**src/rtl/lsm_pkg.sv**
```systemverilog
package lsm_pkg;
  typedef struct packed {
    logic [1:0] irq;
    logic [1:0] chan;
    logic       fifo;
    logic       sd_any;
    logic [1:0] sd;
    logic [7:0] label;
  } lsm_entry_t;

  localparam int ENTRY_W = $bits(lsm_entry_t);
  localparam int WORD_W  = 32;
  localparam int CHAN_W  = 2;
  localparam int NCHAN   = 1 << CHAN_W;

  typedef enum logic {S_IDLE = 1'b0, S_SEARCH = 1'b1} lsm_state_t;
endpackage

```
**src/rtl/lsm_table.sv**
```systemverilog
module lsm_table
  import lsm_pkg::*;
#(
  parameter int DEPTH = 128,
  localparam int IDX_W = $clog2(DEPTH)
) (
  input  logic             clk,
  input  logic             rst_n,
  input  logic             wr_en,
  input  logic [IDX_W-1:0] wr_idx,
  input  lsm_entry_t       wr_entry,
  input  logic [IDX_W-1:0] rd_idx,
  output lsm_entry_t       rd_entry
);
  lsm_entry_t mem_q [DEPTH];

  for (genvar g = 0; g < DEPTH; g++) begin : g_row
    logic row_en;
    assign row_en = wr_en && (wr_idx == IDX_W'(g));
    always_ff @(posedge clk or negedge rst_n) begin
      if (!rst_n)      mem_q[g] <= '0;
      else if (row_en) mem_q[g] <= wr_entry;
    end
  end

  assign rd_entry = mem_q[rd_idx];
endmodule

```
**src/rtl/lsm_compare.sv**
```systemverilog
module lsm_compare
  import lsm_pkg::*;
(
  input  lsm_entry_t        entry,
  input  logic [WORD_W-1:0] word,
  input  logic [CHAN_W-1:0] chan,
  input  logic [NCHAN-1:0]  allcall_en,
  output logic              hit
);
  logic label_ok, sd_ok, chan_ok, allcall_ok;

  always_comb begin
    label_ok   = (entry.label == 8'h00) || (entry.label == word[7:0]);
    allcall_ok = allcall_en[chan] && (word[9:8] == 2'b00);
    sd_ok      = entry.sd_any || (entry.sd == word[9:8]) || allcall_ok;
    chan_ok    = (entry.chan == chan);
    hit        = label_ok && sd_ok && chan_ok;
  end
endmodule

```
**src/rtl/lsm_seq.sv**
```systemverilog
module lsm_seq
  import lsm_pkg::*;
#(
  parameter int DEPTH = 128,
  localparam int IDX_W = $clog2(DEPTH)
) (
  input  logic              clk,
  input  logic              rst_n,
  input  logic              word_valid,
  input  logic [WORD_W-1:0] word_data,
  input  logic [CHAN_W-1:0] word_chan,
  input  logic              hit,
  input  lsm_entry_t        entry,
  output logic [IDX_W-1:0]  idx,
  output logic [WORD_W-1:0] cur_word,
  output logic [CHAN_W-1:0] cur_chan,
  output logic              busy,
  output logic              store_valid,
  output logic [IDX_W-1:0]  store_addr,
  output logic              fifo_push,
  output logic [1:0]        irq_sel,
  output logic              no_match
);
  localparam logic [IDX_W-1:0] LAST = IDX_W'(DEPTH - 1);

  lsm_state_t        state_q, state_d;
  logic [IDX_W-1:0]  idx_q, idx_d;
  logic [WORD_W-1:0] word_q;
  logic [CHAN_W-1:0] chan_q;
  logic              load_word;
  logic              sv_q, sv_d, nm_q, nm_d, fp_q, fp_d;
  logic [1:0]        irq_q, irq_d;
  logic [IDX_W-1:0]  addr_q, addr_d;
  logic              addr_en;

  always_comb begin
    state_d   = state_q;
    idx_d     = idx_q;
    load_word = 1'b0;
    sv_d      = 1'b0;
    nm_d      = 1'b0;
    fp_d      = 1'b0;
    irq_d     = 2'b00;
    addr_d    = addr_q;
    addr_en   = 1'b0;
    unique case (state_q)
      S_IDLE: begin
        if (word_valid) begin
          state_d   = S_SEARCH;
          idx_d     = '0;
          load_word = 1'b1;
        end
      end
      S_SEARCH: begin
        if (hit) begin
          state_d = S_IDLE;
          sv_d    = 1'b1;
          fp_d    = entry.fifo;
          irq_d   = entry.irq;
          addr_d  = idx_q;
          addr_en = 1'b1;
        end else if (idx_q == LAST) begin
          state_d = S_IDLE;
          nm_d    = 1'b1;
        end else begin
          idx_d = idx_q + 1'b1;
        end
      end
      default: state_d = S_IDLE;
    endcase
  end

  always_ff @(posedge clk or negedge rst_n) begin
    if (!rst_n) begin
      state_q <= S_IDLE;
      idx_q   <= '0;
      sv_q    <= 1'b0;
      nm_q    <= 1'b0;
      fp_q    <= 1'b0;
      irq_q   <= 2'b00;
    end else begin
      state_q <= state_d;
      idx_q   <= idx_d;
      sv_q    <= sv_d;
      nm_q    <= nm_d;
      fp_q    <= fp_d;
      irq_q   <= irq_d;
    end
  end

  always_ff @(posedge clk or negedge rst_n) begin
    if (!rst_n) begin
      word_q <= '0;
      chan_q <= '0;
    end else if (load_word) begin
      word_q <= word_data;
      chan_q <= word_chan;
    end
  end

  always_ff @(posedge clk or negedge rst_n) begin
    if (!rst_n)       addr_q <= '0;
    else if (addr_en) addr_q <= addr_d;
  end

  assign idx         = idx_q;
  assign cur_word    = word_q;
  assign cur_chan    = chan_q;
  assign busy        = (state_q == S_SEARCH);
  assign store_valid = sv_q;
  assign store_addr  = addr_q;
  assign fifo_push   = fp_q;
  assign irq_sel     = irq_q;
  assign no_match    = nm_q;
endmodule

```
**src/rtl/lsm_filter.sv**
```systemverilog
module lsm_filter
  import lsm_pkg::*;
#(
  parameter int DEPTH = 128,
  localparam int IDX_W = $clog2(DEPTH)
) (
  input  logic              clk,
  input  logic              rst_n,
  input  logic              tbl_we,
  input  logic [IDX_W-1:0]  tbl_addr,
  input  logic [15:0]       tbl_wdata,
  input  logic [NCHAN-1:0]  allcall_en,
  input  logic              word_valid,
  input  logic [WORD_W-1:0] word_data,
  input  logic [CHAN_W-1:0] word_chan,
  output logic              busy,
  output logic              store_valid,
  output logic [IDX_W-1:0]  store_addr,
  output logic [WORD_W-1:0] store_data,
  output logic              fifo_push,
  output logic [1:0]        irq_sel,
  output logic              no_match
);
  logic [IDX_W-1:0]  scan_idx;
  lsm_entry_t        scan_entry;
  logic [WORD_W-1:0] cur_word;
  logic [CHAN_W-1:0] cur_chan;
  logic              scan_hit;

  lsm_table #(.DEPTH(DEPTH)) u_table (
    .clk      (clk),
    .rst_n    (rst_n),
    .wr_en    (tbl_we),
    .wr_idx   (tbl_addr),
    .wr_entry (lsm_entry_t'(tbl_wdata)),
    .rd_idx   (scan_idx),
    .rd_entry (scan_entry)
  );

  lsm_compare u_cmp (
    .entry      (scan_entry),
    .word       (cur_word),
    .chan       (cur_chan),
    .allcall_en (allcall_en),
    .hit        (scan_hit)
  );

  lsm_seq #(.DEPTH(DEPTH)) u_seq (
    .clk         (clk),
    .rst_n       (rst_n),
    .word_valid  (word_valid),
    .word_data   (word_data),
    .word_chan   (word_chan),
    .hit         (scan_hit),
    .entry       (scan_entry),
    .idx         (scan_idx),
    .cur_word    (cur_word),
    .cur_chan    (cur_chan),
    .busy        (busy),
    .store_valid (store_valid),
    .store_addr  (store_addr),
    .fifo_push   (fifo_push),
    .irq_sel     (irq_sel),
    .no_match    (no_match)
  );

  assign store_data = cur_word;
endmodule

```
**config.mk**
```make
export PLATFORM = sky130hd
export DESIGN_NAME = lsm_filter
export DESIGN_NICKNAME = d
export VERILOG_FILES = /design/src/rtl/lsm_pkg.sv /design/src/rtl/lsm_table.sv /design/src/rtl/lsm_compare.sv /design/src/rtl/lsm_seq.sv /design/src/rtl/lsm_filter.sv
export SDC_FILE = /design/constraint.sdc
export NUM_CORES = 2
export LEC_CHECK = 0
export BUFFER_PORTS_ARGS = -buffer_cell sky130_fd_sc_hd__buf_2
export CORE_ASPECT_RATIO = 0.9
export CORE_MARGIN = 3
export CORE_UTILIZATION = 65
export CTS_CLUSTER_SIZE = 40
export DETAILED_ROUTE_END_ITERATION = 10
export PLACE_DENSITY = 0.82
export SLEW_MARGIN = 40
export SYNTH_ARGS = -nofsm -noshare
export SYNTH_HDL_FRONTEND = slang
export SYNTH_HIERARCHICAL = 1
export SYNTH_SLANG_ARGS = --single-unit
```
**constraint.sdc**
```tcl
create_clock -name clk -period 10.3 [get_ports clk]
set_input_delay 2.06 -clock clk [delete_from_list [all_inputs] [get_ports clk]]
set_output_delay 2.06 -clock clk [all_outputs]
set_load 0.03 [all_outputs]
```
==> key figures <==
Setup path
  – Critical Path AT: roughly 6800 ps
  – Crit start category: register
  – R2R depth: 16
  – CP max FO: 62
  – Reg2reg start: u_seq/idx[0]
  – R2r setup slk: ~4200 ps
  – Setup crit end kind: register
  – Worst reg2reg endpoint: u_seq/idx[2]
  – Required @ worst endpoint: about 11,000 ps
  – Setup CP Type: reg -> reg

Placement
  – GP Congestion: 0.861
  – I/O Buffers: 109
  – Dpl hpwl: 139,000 µm
  – Pre-CTS setup slack: 4280 ps
  – Post-DP Area: 0.0976 mm²

Synthesis
  – Compound-Gate Fraction of Synth Area: 0.0990%
  – Post-Syn Nets: 5,707
  – Mapped cell area: roughly 0.095 mm²
  – Dominant synthesized flop cell: dfrtp_1
  – Post-synthesis xor/xnor area fraction: less than 1%
  – Register area share after synthesis: 55.5%
  – Ys async rst share: 100%
  – Largest family of logic cells by synthesized area: multiplexers
  – Number of flops mapped to enable cells by yosys: 0
  – Syn Area/Cell: 16.8 µm²
  – Post-Synth Adder-Cell Area: less than 1%
  – Ys Warns: 6
  – Syn Inst Count: 5,641
  – Post-Synth Simple-Gate Area: 0.959%
  – FF+latch count, synth: approximately 2.1k
  – Mux contribution to synthesized area: 41.1%
  – Post-synthesis cell type count: 47

Floorplanning
  – Die Wd: 409 µm
  – Core Rows: 132
  – Core ar.: 0.144 mm²
  – Die Y: 368 µm
  – Initial core utilization: 65.7%
  – Die area: about 0.15 mm²
  – Ports: 110

Global routing
  – Largest net degree at the start of global routing: 160
  – M1 GR Usage: 46.1%
  – Global route overflow: 0
  – Vias in the first global route: around 56k
  – Met3 GRT Util: 7.12%
  – Gr usage total: around a third
  – Initial antenna violation count: 23
  – GR Layer Usage met2: 50.4%
  – Global-route wire length before repair: 362,000 µm
  – Gr busiest metal: met2

Layout
  – Highest-count cells in the layout ignoring fill and taps: 2,096 x dfrtp_1, 2,077 x mux2_2, 672 x mux4_2, 203 x clkbuf_16, 134 x buf_4
  – Final net count: roughly 5.7k
  – Share of cells above drive strength 1: 60.8%
  – Most common cell after layout, fill and taps aside: dfrtp_1
  – Fill cells: 8,720
  – Multi-input logic area: roughly 0.04 mm²
  – Fin area: between 0.1 and 0.15 mm²
  – Register area: 0.0526 mm²
  – Area delta synth->final: 10.5%

Timing
  – FMAX: about 160 MHz
  – Worst rel slew slack: between 30% and 40%
  – Setup-failing EPs final: 0
  – Final worst slack: 4180 ps
  – RSZ-0062 raised after global routing: false
  – Min Tclk post-route: 6120 ps
  – Worst slew pin tran: 954 ps
  – Tcrit/Tclk final: 59.5%
  – Fin. max-slew vios: 0
  – Final setup TNS: 0 ps
  – Clk_skew: 36.6 ps
  – Final hold violation count: 0

Power and ir drop
  – Pwr Total: 22.4 mW
  – Leak Pwr: 49.3 nW
  – Peak supply drop: ~0.19 mV
  – Power per cell area: 214 mW/mm²

Clocking
  – CTS tree: yes
  – Post-CTS resize count: 0
  – H-tree depth: 4
  – Clock root buffer: clkbuf_16
  – Inserted Clock Buffers: 201
  – Setup Fix Bufs, Post-CTS: 0
  – Clock slew at reported path FFs: 60 ps
  – Maximum clock insertion buffer count: 3
  – CTS Sinks: about 2.1k
  – Hold buffer count at CTS: 0
  – Clk_lat worst skew: 820 ps

Min path
  – Hold Path End: u_table/mem_q[31]
  – Hold Path Class: reg -> reg
  – Min-delay src: u_table/mem_q[31]
  – Hold path depth: 1

Flow run
  – Max-Cap Viols: 0

Routing
  – Via density: ~6.8
  – Detailed Routing Iterations Pass 1: 6
  – 1st-iter DRT viols: 4,727
  – DR vias: between 50k and 60k
  – Routed WL: 238,000 µm
  – ANT nets after route: 0
  – # DRC: 0
  – Drt wl/cell: 30.9 µm

Outcome
  – Status: completed
worst max path at each step:
stage | cells past startpoint | start | slack [ps] | endpoint
2_1_floorplan | 13 | u_seq/idx[0] | 5680 | u_seq/idx[0]
3_3_place_gp | 15 | u_seq/idx[0] | 3970 | u_seq/idx[2]
3_5_place_dp | 15 | u_seq/idx[0] | 4280 | u_seq/idx[2]
4_1_cts | 15 | u_seq/idx[0] | 4230 | u_seq/idx[5]
5_1_grt | 16 | u_seq/idx[0] | 3860 | u_seq/idx[5]
6_report | 16 | u_seq/idx[0] | 4180 | u_seq/idx[2]
sequential cells by signal, indices dropped and copies added, names as in the netlist:
register / flops
u_seq/busy: 1
u_seq/cur_chan: 2
u_seq/cur_word: 32
u_seq/fifo_push: 1
u_seq/idx: 7
u_seq/irq_sel: 2
u_seq/no_match: 1
u_seq/store_addr: 7
u_seq/store_valid: 1
u_table/mem_q: 2048
cell usage after synthesis (7+ instances only):
cell type  number  area share, %
nand2_1        61           0.24
mux2_4         29           0.46
nor2_1         83           0.33
buf_1          25          0.099
mux4_2        672             16
mux2_2       2077             25
clkbuf_1      449            1.8
and3_1          7          0.046
xor2_1         10          0.092
dfrtp_1      2102             55
buf_2          53           0.28
nor3b_1         7          0.055
nand3_1         7          0.037
worst max-delay path, cell delays in order (launching register included):
cell	delay, ps
dfrtp_4	740
buf_12	270
buf_12	320
buf_16	410
mux4_2	570
mux4_2	570
mux4_2	600
mux2_2	320
xor2_1	180
nor4_2	290
a22oi_1	160
nor4_1	380
buf_4	240
and2b_2	270
nor2b_1	140
o21ai_0	200
o21ai_0	130
per-stage QoR:
| step | util [%] | std cells | hold WS [ps] |
|---|---|---|---|
| floorplan | - | 5641 | 474 |
| global placement | 67.4 | 7312 | 481 |
| detailed placement | 67.6 | 7319 | 487 |
| CTS | 72.4 | 7685 | 501 |
| global route | 72.6 | 7699 | 505 |
| finish | 72.6 | 7706 | 499 |
where the power goes:
part | switching (mW) | internal [mW] | total [mW]
Clock | 3.21 | 4.38 | 7.59
Combinational | 2.68 | 2.61 | 5.28
Sequential | 0.540 | 9.01 | 9.55
Total | 6.43 | 16.0 | 22.4
logic make-up after synthesis:
| family | count (synthesis) |
|---|---|
| AND/OR/NAND/NOR | 197 |
| multiplexers | 2781 |
| AO/OA/AOI/OAI | 12 |
| XOR/XNOR | 13 |
| flip-flops | 2102 |
| adder cells (fa/ha/maj) | 1 |
| buffers and inverters | 535 |
layer usage:
layer,up-vias,share of wire (%)
met5,-,0.017
met4,6,3.1
met3,452,7.6
met2,1925,48
met1,28900,42
li1,21100,-
final cells by class:
type	count	share of cell area (%)
multi-input combinational	3004	38.5
timing repair buffer	280	2.37
sequential	2102	50.2
clock inverter	77	0.876
tap	1943	2.32
inverter	2	0.00716
clock buffer	289	5.66
antenna	9	0.0215
Power figures use the tool's default switching activity.
